==> config.mk <==
export PLATFORM = sky130hd
export DESIGN_NAME = wl_trainer
export DESIGN_NICKNAME = d
export VERILOG_FILES = /design/src/rtl/wl_pkg.sv /design/src/rtl/wl_countdown.sv /design/src/rtl/wl_lane_bank.sv /design/src/rtl/wl_trainer.sv
export SDC_FILE = /design/constraint.sdc
export NUM_CORES = 1
export LEC_CHECK = 0
export BUFFER_PORTS_ARGS = -buffer_cell sky130_fd_sc_hd__buf_2
export CAP_MARGIN = 10
export CELL_PAD_IN_SITES_DETAIL_PLACEMENT = 0
export CELL_PAD_IN_SITES_GLOBAL_PLACEMENT = 2
export CORE_MARGIN = 10
export CORE_UTILIZATION = 34
export CTS_CLUSTER_SIZE = 25
export DETAILED_ROUTE_END_ITERATION = 7
export MAX_ROUTING_LAYER = met4
export PLACE_DENSITY_LB_ADDON = 0.1
export SKIP_LAST_GASP = 1
export SYNTH_ARGS = -nofsm -noshare
export SYNTH_HDL_FRONTEND = slang
export SYNTH_SLANG_ARGS = --single-unit
==> constraint.sdc <==
create_clock -name clk -period 2.3 [get_ports clk]
set_input_delay 0.345 -clock clk [delete_from_list [all_inputs] [get_ports clk]]
set_output_delay 0.345 -clock clk [all_outputs]
set_load 0.1 [all_outputs]
==> src/rtl/wl_pkg.sv <==
package wl_pkg;

  typedef enum logic [2:0] {
    ST_IDLE  = 3'd0,
    ST_ENTER = 3'd1,
    ST_PULSE = 3'd2,
    ST_WAIT  = 3'd3,
    ST_GAP   = 3'd4,
    ST_EXIT  = 3'd5,
    ST_DONE  = 3'd6
  } wl_state_e;

endpackage

==> src/rtl/wl_countdown.sv <==
// Loadable down counter; stops at zero.
module wl_countdown #(
  parameter int W = 4
) (
  input  logic         clk,
  input  logic         rst_n,
  input  logic         load,
  input  logic [W-1:0] load_val,
  output logic         is_zero
);

  logic [W-1:0] cnt_q;
  logic         cnt_en;
  logic [W-1:0] cnt_d;

  always_comb begin
    cnt_en = load || (cnt_q != '0);
    cnt_d  = load ? load_val : cnt_q - 1'b1;
  end

  always_ff @(posedge clk or negedge rst_n) begin
    if (!rst_n)      cnt_q <= '0;
    else if (cnt_en) cnt_q <= cnt_d;
  end

  assign is_zero = (cnt_q == '0);

endmodule

==> src/rtl/wl_lane_bank.sv <==
// Per-lane result registers: pass flag and aligned tap.
module wl_lane_bank #(
  parameter int N_LANES = 4,
  parameter int TAP_W   = 6,
  parameter int LANE_W  = 2
) (
  input  logic                     clk,
  input  logic                     rst_n,
  input  logic                     clear,
  input  logic                     wr_en,
  input  logic [LANE_W-1:0]        wr_lane,
  input  logic                     wr_pass,
  input  logic [TAP_W-1:0]         wr_tap,
  output logic [N_LANES-1:0]       pass_vec,
  output logic [N_LANES*TAP_W-1:0] tap_vec
);

  for (genvar g = 0; g < N_LANES; g++) begin : g_lane
    logic             hit;
    logic             pass_q;
    logic [TAP_W-1:0] tap_q;

    assign hit = wr_en && (wr_lane == LANE_W'(g));

    always_ff @(posedge clk or negedge rst_n) begin
      if (!rst_n) begin
        pass_q <= 1'b0;
        tap_q  <= '0;
      end else if (clear) begin
        pass_q <= 1'b0;
        tap_q  <= '0;
      end else if (hit) begin
        pass_q <= wr_pass;
        tap_q  <= wr_pass ? wr_tap : '0;
      end
    end

    assign pass_vec[g]                 = pass_q;
    assign tap_vec[g*TAP_W +: TAP_W]   = tap_q;

    // a pass needs a 0 sample before the 1, so its tap is never 0
    a_r6_pass_tap_nonzero: assert property (@(posedge clk) disable iff (!rst_n)
      pass_q |-> (tap_q != '0));
  end

endmodule

==> src/rtl/wl_trainer.sv <==
module wl_trainer
  import wl_pkg::*;
#(
  parameter int N_LANES = 4,
  parameter int TAP_W   = 6,
  parameter int LAT_W   = 4,
  parameter int GAP_CYC = 2,
  localparam int LANE_W = (N_LANES > 1) ? $clog2(N_LANES) : 1
) (
  input  logic                     clk,
  input  logic                     rst_n,
  input  logic                     start,
  input  logic [LAT_W-1:0]         resp_lat,
  input  logic [N_LANES-1:0]       fb,
  output logic                     mrw_valid,
  output logic                     mrw_enter,
  output logic                     strobe_pulse,
  output logic [LANE_W-1:0]        lane_sel,
  output logic [TAP_W-1:0]         tap_sel,
  output logic                     busy,
  output logic                     done,
  output logic [N_LANES-1:0]       lane_pass,
  output logic [N_LANES*TAP_W-1:0] lane_taps
);

  localparam int GAP_W                = (GAP_CYC > 0) ? $clog2(GAP_CYC + 1) : 1;
  localparam logic [TAP_W-1:0]  TAP_MAX   = {TAP_W{1'b1}};
  localparam logic [LANE_W-1:0] LANE_LAST = LANE_W'(N_LANES - 1);

  wl_state_e         state_q, state_d;
  logic [LANE_W-1:0] lane_q, lane_d;
  logic [TAP_W-1:0]  tap_q, tap_d;
  logic              zero_seen_q, zero_seen_d;

  logic lat_zero, gap_zero;
  logic launch, sample, fb_bit, edge_hit, lane_end, pos_en;

  // ---- decode of the current step
  always_comb begin
    launch   = start && ((state_q == ST_IDLE) || (state_q == ST_DONE));
    sample   = (state_q == ST_WAIT) && lat_zero;
    fb_bit   = fb[lane_q];
    edge_hit = sample && fb_bit && zero_seen_q;
    lane_end = edge_hit || (sample && (tap_q == TAP_MAX));
    pos_en   = launch || sample;
  end

  // ---- next state
  always_comb begin
    state_d     = state_q;
    lane_d      = lane_q;
    tap_d       = tap_q;
    zero_seen_d = zero_seen_q;
    unique case (state_q)
      ST_IDLE, ST_DONE: begin
        if (start) begin
          state_d     = ST_ENTER;
          lane_d      = '0;
          tap_d       = '0;
          zero_seen_d = 1'b0;
        end
      end
      ST_ENTER: state_d = ST_PULSE;
      ST_PULSE: state_d = ST_WAIT;
      ST_WAIT: begin
        if (sample) begin
          if (lane_end) begin
            if (lane_q == LANE_LAST) begin
              state_d = ST_EXIT;
            end else begin
              state_d     = ST_GAP;
              lane_d      = lane_q + 1'b1;
              tap_d       = '0;
              zero_seen_d = 1'b0;
            end
          end else begin
            state_d     = ST_GAP;
            tap_d       = tap_q + 1'b1;
            zero_seen_d = ~fb_bit;
          end
        end
      end
      ST_GAP:  if (gap_zero) state_d = ST_PULSE;
      ST_EXIT: state_d = ST_DONE;
      default: state_d = ST_IDLE;
    endcase
  end

  // ---- registers
  always_ff @(posedge clk or negedge rst_n) begin
    if (!rst_n) begin
      state_q <= ST_IDLE;
    end else begin
      state_q <= state_d;
    end
  end

  always_ff @(posedge clk or negedge rst_n) begin
    if (!rst_n) begin
      lane_q      <= '0;
      tap_q       <= '0;
      zero_seen_q <= 1'b0;
    end else if (pos_en) begin
      lane_q      <= lane_d;
      tap_q       <= tap_d;
      zero_seen_q <= zero_seen_d;
    end
  end

  // ---- response latency and post-sample gap
  wl_countdown #(.W(LAT_W)) u_lat (
    .clk      (clk),
    .rst_n    (rst_n),
    .load     (state_q == ST_PULSE),
    .load_val (resp_lat),
    .is_zero  (lat_zero)
  );

  wl_countdown #(.W(GAP_W)) u_gap (
    .clk      (clk),
    .rst_n    (rst_n),
    .load     (sample),
    .load_val (GAP_W'(GAP_CYC)),
    .is_zero  (gap_zero)
  );

  // ---- results
  wl_lane_bank #(.N_LANES(N_LANES), .TAP_W(TAP_W), .LANE_W(LANE_W)) u_bank (
    .clk      (clk),
    .rst_n    (rst_n),
    .clear    (launch),
    .wr_en    (lane_end),
    .wr_lane  (lane_q),
    .wr_pass  (edge_hit),
    .wr_tap   (tap_q),
    .pass_vec (lane_pass),
    .tap_vec  (lane_taps)
  );

  // ---- outputs
  assign mrw_valid    = (state_q == ST_ENTER) || (state_q == ST_EXIT);
  assign mrw_enter    = (state_q == ST_ENTER);
  assign strobe_pulse = (state_q == ST_PULSE);
  assign lane_sel     = lane_q;
  assign tap_sel      = tap_q;
  assign busy         = (state_q != ST_IDLE) && (state_q != ST_DONE);
  assign done         = (state_q == ST_DONE);

  // ---- assertions
  a_r3_strobe_single: assert property (@(posedge clk) disable iff (!rst_n)
    strobe_pulse |=> !strobe_pulse);

  a_r2_mrw_apart_from_strobe: assert property (@(posedge clk) disable iff (!rst_n)
    !(mrw_valid && strobe_pulse));

  a_r2_run_opens_with_entry: assert property (@(posedge clk) disable iff (!rst_n)
    $rose(busy) |-> (mrw_valid && mrw_enter));

  a_r5_tap_steps: assert property (@(posedge clk) disable iff (!rst_n)
    (tap_sel != $past(tap_sel)) |-> ((tap_sel == $past(tap_sel) + 1'b1) || (tap_sel == '0)));

  a_r9_lane_order: assert property (@(posedge clk) disable iff (!rst_n)
    (lane_sel != $past(lane_sel)) |-> ((lane_sel == $past(lane_sel) + 1'b1) || (lane_sel == '0)));

  a_r10_done_idle: assert property (@(posedge clk) disable iff (!rst_n)
    done |-> !busy);

  a_r11_no_restart: assert property (@(posedge clk) disable iff (!rst_n)
    (busy && start) |=> !(mrw_valid && mrw_enter));

endmodule

==> impl_metrics.json, run 1 <==
{
  "fin_tns_setup_ps": 0,
  "die_area_sq_um": 10900,
  "cp_cell_sequence": "inv_1, ha_1, nor3b_1, nand3_2, and2_1, a211oi_2, mux2_2",
  "yosysTopAreaCell": "dfrtp_1",
  "cts.repair.resized": 0,
  "start_util_pct": 35.2,
  "pwr-share-comb_pct": 49.7,
  "mostFrequentLayoutCell": "buf_2",
  "synthesis.area_sq_um": 2420,
  "p_sw_share_pct": 49.7,
  "place_inst": 385,
  "synth-seq-cells": 46,
  "p_per_area_nw_per_um2": 1190,
  "worst_pin_slew_ps": 498,
  "power.static_leakage_nw": 1.38,
  "met3_usage_pct": 2.85,
  "synth.distinct_cells": 39,
  "boundaryPins": 52,
  "rows": 30,
  "fin_crit_sh_pct": 89.1,
  "synth_edf_count": 0,
  "grt_busiest_layer": "met1",
  "critical-path-slowest-cell": "a211oi_2",
  "power.internal_mw": 1.78,
  "power_frac_seq_pct": 32.7,
  "syn_nets": 256,
  "met2_usage_pct": 16.2,
  "rsz0062_at_grt": "no",
  "crit_fanout": 6,
  "total_power_mw": 3.55,
  "ir_drop_v": 0.000663,
  "yosysTopAreaCellShare_pct": 47.6,
  "dpl_worst_slack_ps": 274,
  "grt_pass1_vias": 1910,
  "area_growth_pct": 23.1,
  "grt_max_degree": 31,
  "synth-main-ff-cell": "dfrtp_1",
  "clock-root-buffer": "clkbuf_8",
  "yosysWarningCount": 0,
  "gp_congestion": 0.773,
  "fin_crit_ps": 2050,
  "status": "complete, no violations",
  "ys_seq_area_share_pct": 47.6,
  "ant_nets": 0,
  "drt-total-wl_um": 6140,
  "worst_hold_slack_ps": 242,
  "maxCapViolations": 0,
  "slew_viol_final": 0,
  "final_cell_mix": "buf_2 (51), nand2_1 (47), dfrtp_1 (40)",
  "cts_tree": "yes",
  "drive_gt1_share_pct": 31.9,
  "route.detailed.drc": 0,
  "cp_top_family": "simple AND/OR/NAND/NOR gates",
  "clock_skew_ps": 11.1,
  "crit_buf_inv": 1,
  "die_h_um": 104,
  "viasPerCell": 4.73,
  "drtIter0Drc": 60,
  "setup.worst_path.end_class": "register",
  "grt_use_met1_pct": 16.8,
  "final_area_sq_um": 2980,
  "switchingPower_mw": 1.76,
  "syn_inst": 237,
  "post-dp-hpwl_um": 4590,
  "finalNonFillerCells": 394,
  "avgSynthCellArea_sq_um": 10.2,
  "antenna_cells": 0,
  "dr.pass1.iters": 4,
  "setup_viol": 0,
  "clkPwrFrac_pct": 17.5,
  "hold_path_class": "in -> reg",
  "synth_area_leaders": "dfrtp_1 (48%), mux2i_1 (8.7%), nand2_1 (7.3%)",
  "clockBufferDepth": 2,
  "die_w_um": 104,
  "grt_first_pass_wirelength_um": 10400,
  "critPathLaunchType": "register",
  "antenna_found_initial": 0,
  "max-slew-margin-rel_pct": 67.1,
  "htreeDepth": 2,
  "vias": 1863,
  "required_ps": 2540,
  "grt_usage_pct": 11.8,
  "critical_path.max_stage_delay_ps": 420,
  "clk_pin_slew_ps": 90,
  "finish.utilization_pct": 43.4,
  "coreArea_sq_um": 6870,
  "placed_cell_area_sq_um": 2860,
  "setup_slack_ps": 252,
  "finalHoldViolations": 0,
  "numClockSinks": 46,
  "async_reset_ff_share_pct": 100,
  "worstSetupPathType": "reg -> reg",
  "clk_latency_ps": 300,
  "numCtsBuffers": 5,
  "max_freq_mhz": 488,
  "arrival_ps": 2290,
  "overflow": 0,
  "wl_per_cell_um": 15.6,
  "nNetsFinal": 316,
  "io_buffers": 51
}
==> kinds of logic after synthesis <==
family                   after synthesis  share of synthesized area (%)
AO/OA/AOI/OAI                         44                           15.1
AND/OR/NAND/NOR                       85                           17.0
multiplexers                          24                           10.1
buffers and inverters                 26                           4.65
flip-flops                            46                           47.6
XOR/XNOR                               4                           1.45
adder cells (fa/ha/maj)                8                           4.14
==> cell usage after synthesis, types with 3 or more instances <==
cell      number
dfrtp_1       46
nand3b_1       6
clkbuf_1       7
mux2_2         3
o21ai_0       19
xnor2_1        3
a211oi_4       3
inv_1         14
ha_1           8
mux2i_1       21
nor2b_1        5
nor2_1         8
a221o_1        4
nand3_1        3
buf_4          4
nand2b_1       3
nand2_1       47
a21oi_1        4
==> sequential cells by signal, indices dropped and copies added, names as in the netlist <==
signal,count
lane_sel,2
u_gap.cnt_q,2
tap_sel,6
u_bank.g_lane.tap_q,24
zero_seen_q,1
state_q,3
u_lat.cnt_q,4
u_bank.g_lane.pass_q,4
==> final cells by class <==
| type | instances | area, sq um |
|---|---|---|
| fillers | 711 | 3890 |
| flip-flops and latches | 46 | 1160 |
| repair buffers | 64 | 368 |
| inverters | 15 | 56.3 |
| clock inverters | 3 | 43.8 |
| well taps | 96 | 120 |
| multi-input cells | 165 | 1160 |
| clock buffers | 5 | 68.8 |
==> what timing repair did <==
action                     4_1_cts  5_1_grt
buffers inserted                 0        0
setup endpoints to repair        0        0
hold buffers                     1        0
hold endpoints to repair        17        0
==> worst register-to-register path, cell delays in order, from the launching register on <==
cell	delay, ps
dfrtp_1	380
inv_1	110
ha_1	190
nor3b_1	310
nand3_2	140
and2_1	210
a211oi_2	420
mux2_2	230
==> power by group through the flow <==
stage,clock [mW],combinational (mW),sequential [mW]
after floorplan,0,1.21,1.39
final,0.622,1.76,1.16
after CTS,0.638,1.78,1.16
after detailed placement,0,1.77,1.18
after global routing,0.674,1.93,1.20
after global placement,0,1.78,1.18
==> final timing paths <==
kind | from | endpoint | slack, ps | cells past startpoint
min in group asynchronous | rst_n | tap_sel[5] | 530 | 2
worst min register to register | u_gap.cnt_q[1] | u_gap.cnt_q[1] | 510 | 2
worst max-delay path | u_lat.cnt_q[0] | tap_sel[0] | 250 | 7
max in group asynchronous | rst_n | lane_sel[1] | 1240 | 3
worst min-delay path | resp_lat[2] | u_lat.cnt_q[2] | 240 | 3
worst max register to register | u_lat.cnt_q[0] | tap_sel[0] | 250 | 7
==> routing by layer <==
| metal | vias up | wire [um] |
|---|---|---|
| met2 | 54 | 2560 |
| met1 | 878 | 3220 |
| met5 | - | 0 |
| met3 | 5 | 306 |
| li1 | 926 | - |
| met4 | 0 | 58 |
Power figures use the tool's default switching activity.
==> run 2, diff against run 1 <==
--- a/config.mk
+++ b/config.mk
@@ -5,12 +5,13 @@
 export SDC_FILE = /design/constraint.sdc
 export NUM_CORES = 1
 export LEC_CHECK = 0
+export ABC_AREA = 1
 export BUFFER_PORTS_ARGS = -buffer_cell sky130_fd_sc_hd__buf_2
 export CAP_MARGIN = 10
 export CELL_PAD_IN_SITES_DETAIL_PLACEMENT = 0
 export CELL_PAD_IN_SITES_GLOBAL_PLACEMENT = 2
 export CORE_MARGIN = 10
-export CORE_UTILIZATION = 34
+export CORE_UTILIZATION = 31
 export CTS_CLUSTER_SIZE = 25
 export DETAILED_ROUTE_END_ITERATION = 7
 export MAX_ROUTING_LAYER = met4
==> constraint.sdc (replaced) <==
create_clock -name clk -period 2.05 [get_ports clk]
set_input_delay 0.3075 -clock clk [delete_from_list [all_inputs] [get_ports clk]]
set_output_delay 0.3075 -clock clk [all_outputs]
set_load 0.1 [all_outputs]
==> impl_metrics.json, run 2 <==
{
  "status": "complete, no violations",
  "crit_buf_inv": 3,
  "rsz0062_at_grt": "no",
  "arrival_ps": 1570,
  "setup_slack_ps": 174,
  "critical-path-slowest-cell": "dfrtp_1",
  "coreArea_sq_um": 7690,
  "drive_gt1_share_pct": 27.8,
  "nNetsFinal": 378,
  "max-slew-margin-rel_pct": 66.8,
  "rows": 32,
  "yosysTopAreaCell": "dfrtp_1",
  "synth_area_leaders": "dfrtp_1 (47%), nand2_1 (13%), nand3_1 (8.2%)",
  "ys_top_cells_by_count": "nand2_1 (82), dfrtp_1 (46), nand3_1 (40)",
  "power.static_leakage_nw": 1.61,
  "numClockSinks": 46,
  "clockBufferDepth": 2,
  "largest_reg_flops": 24,
  "cp_common_cell": "inv_1",
  "clock_skew_ps": 8.34,
  "finalHoldViolations": 0,
  "syn_inst": 298,
  "met3_usage_pct": 2.71,
  "cp_top_family": "flip-flops",
  "setup.worst_path.end_class": "output pin",
  "boundaryPins": 52,
  "synth-seq-cells": 46,
  "die_h_um": 109,
  "grt_usage_pct": 12.1,
  "grt_busiest_layer": "met2",
  "ir_drop_v": 0.000566,
  "synth.distinct_cells": 33,
  "clock-root-buffer": "clkbuf_8",
  "dr.pass1.iters": 4,
  "grt_max_degree": 33,
  "ys_seq_area_share_pct": 47.0,
  "p_per_area_nw_per_um2": 1140,
  "antenna_found_initial": 0,
  "start_util_pct": 31.8,
  "nFillCells": 843,
  "drt-total-wl_um": 6770,
  "yosysWarningCount": 0,
  "hold_path_class": "in -> reg",
  "fin_crit_sh_pct": 91.5,
  "mostFrequentLayoutCell": "nand2_1",
  "cp_cell_sequence": "inv_1, nand2_1, o22ai_1, inv_1, buf_12",
  "critical_path.max_stage_delay_ps": 490,
  "register_area_sq_um": 1160,
  "numCtsBuffers": 5,
  "gp_congestion": 0.761,
  "die_area_sq_um": 11800,
  "cts_tree": "yes",
  "die_w_um": 109,
  "max_freq_mhz": 533,
  "regMostFlops": "u_bank.g_lane.tap_q",
  "grt_use_met1_pct": 16.2,
  "dpl_worst_slack_ps": 70.1,
  "post-synth-top-count-cell": "nand2_1",
  "setup_viol": 0,
  "viasPerCell": 4.60,
  "ant_nets": 0,
  "synth_edf_count": 0,
  "critPathLaunchType": "register",
  "grt_first_pass_wirelength_um": 11200,
  "worst_pin_slew_ps": 502,
  "slew_viol_final": 0,
  "required_ps": 1740,
  "synth-main-ff-cell": "dfrtp_1",
  "worstSetupPathType": "reg -> out",
  "io_buffers": 51,
  "final_cell_mix": "nand2_1 (82), buf_2 (50), nand3_1 (40)",
  "vias": 2125,
  "met2_usage_pct": 18.4,
  "yosysTopAreaCellShare_pct": 47.0,
  "crit_fanout": 6,
  "grt_pass1_vias": 2232,
  "avgSynthCellArea_sq_um": 8.21,
  "htreeDepth": 2,
  "wl_per_cell_um": 14.7,
  "antenna_cells": 0,
  "route.detailed.drc": 0,
  "async_reset_ff_share_pct": 100,
  "syn_nets": 317,
  "clk_latency_ps": 300,
  "overflow": 0,
  "post-dp-hpwl_um": 5100,
  "synthesis.area_sq_um": 2450,
  "fin_crit_ps": 1880,
  "multi_input_area_sq_um": 1120,
  "drtIter0Drc": 51,
  "maxCapViolations": 0,
  "clk_pin_slew_ps": 90,
  "finish.utilization_pct": 39.4,
  "area_growth_pct": 23.6
}
## run 2: cell types whose count changed in the layout (fill, tap and decap cells not counted), moves of 13 or more
cell / change
nand3_1: +37
inv_1: +14
nor2_1: +13
mux2i_1: -21
o21ai_0: -13
nand2_1: +35
## run 2: report_power, final
part           leakage, nW  switching (mW)  total (mW)  internal (mW)
Combinational        0.953            1.22        1.70          0.483
Clock               0.0452           0.319       0.560          0.241
Sequential           0.611           0.155        1.19           1.04
Total                 1.61            1.69        3.46           1.76
## run 2: cells by family (layout without fill, tap and decap cells)
| kind of cell | Yosys count | in the layout | share of synthesized area (%) |
|---|---|---|---|
| xor gates and xnor gates | 5 | 5 | 1.79 |
| and+or+nand+nor | 165 | 165 | 30.6 |
| adders and majority gates | 8 | 8 | 4.09 |
| AOI/OAI and AO/OA | 33 | 33 | 8.49 |
| DFF | 46 | 46 | 47.0 |
| buffers and inverters | 41 | 103 | 8.03 |
## run 2: per-layer routing
metal | vias to the layer above | part of all wire [%]
li1 | 1090 | -
met1 | 994 | 52
met2 | 37 | 43
met3 | 4 | 4.3
met4 | 0 | 0.43
met5 | - | 0
## run 2: final cells by class
type	instances	share of cell area [%]
clock inverter	2	0.455
clock buffer	6	2.40
sequential	46	38.3
multi-input combinational	211	37.1
inverter	30	3.72
tap	102	4.22
timing repair buffer	65	13.7
## run 2: stage by stage
| step | setup TNS [ps] | total power [mW] | cells | hold slack (ps) | instance area (sq um) |
|---|---|---|---|---|---|
| after floorplan | -15.7 | 2.44 | 298 | 11.9 | 2480 |
| after global placement | 0 | 2.94 | 451 | 304 | 2900 |
| final | 0 | 3.46 | 462 | 235 | 3030 |
| after detailed placement | 0 | 2.93 | 451 | 300 | 2900 |
| after global routing | 0 | 3.70 | 462 | 262 | 3030 |
| after CTS | 0 | 3.51 | 460 | 235 | 3000 |
## run 2: tightest hold or removal path: stages
cell and delay [ps]:
buf_2 80, nand2_1 40, o311ai_0 70
## run 2: worst paths after layout
path                                           start                        end  slack, ps  cells after the start
setup / recovery                          state_q[0]                       busy        170                      5
hold / removal                           resp_lat[1]             u_lat.cnt_q[1]        240                      3
hold reg to reg            u_bank.g_lane[0].tap_q[5]  u_bank.g_lane[0].tap_q[5]        510                      2
setup reg to reg                      u_lat.cnt_q[0]  u_bank.g_lane[3].tap_q[0]        170                     11
max in group asynchronous                      rst_n                 tap_sel[3]       1020                      3
min in group asynchronous                      rst_n             u_lat.cnt_q[2]        490                      2
## run 2: timing repair
item | CTS | global route
endpoints found under the hold margin | 19 | 0
resized for setup | 0 | 1
hold buffers | 1 | 0
endpoints found under the setup margin | 0 | 32
buffers inserted | 0 | 2
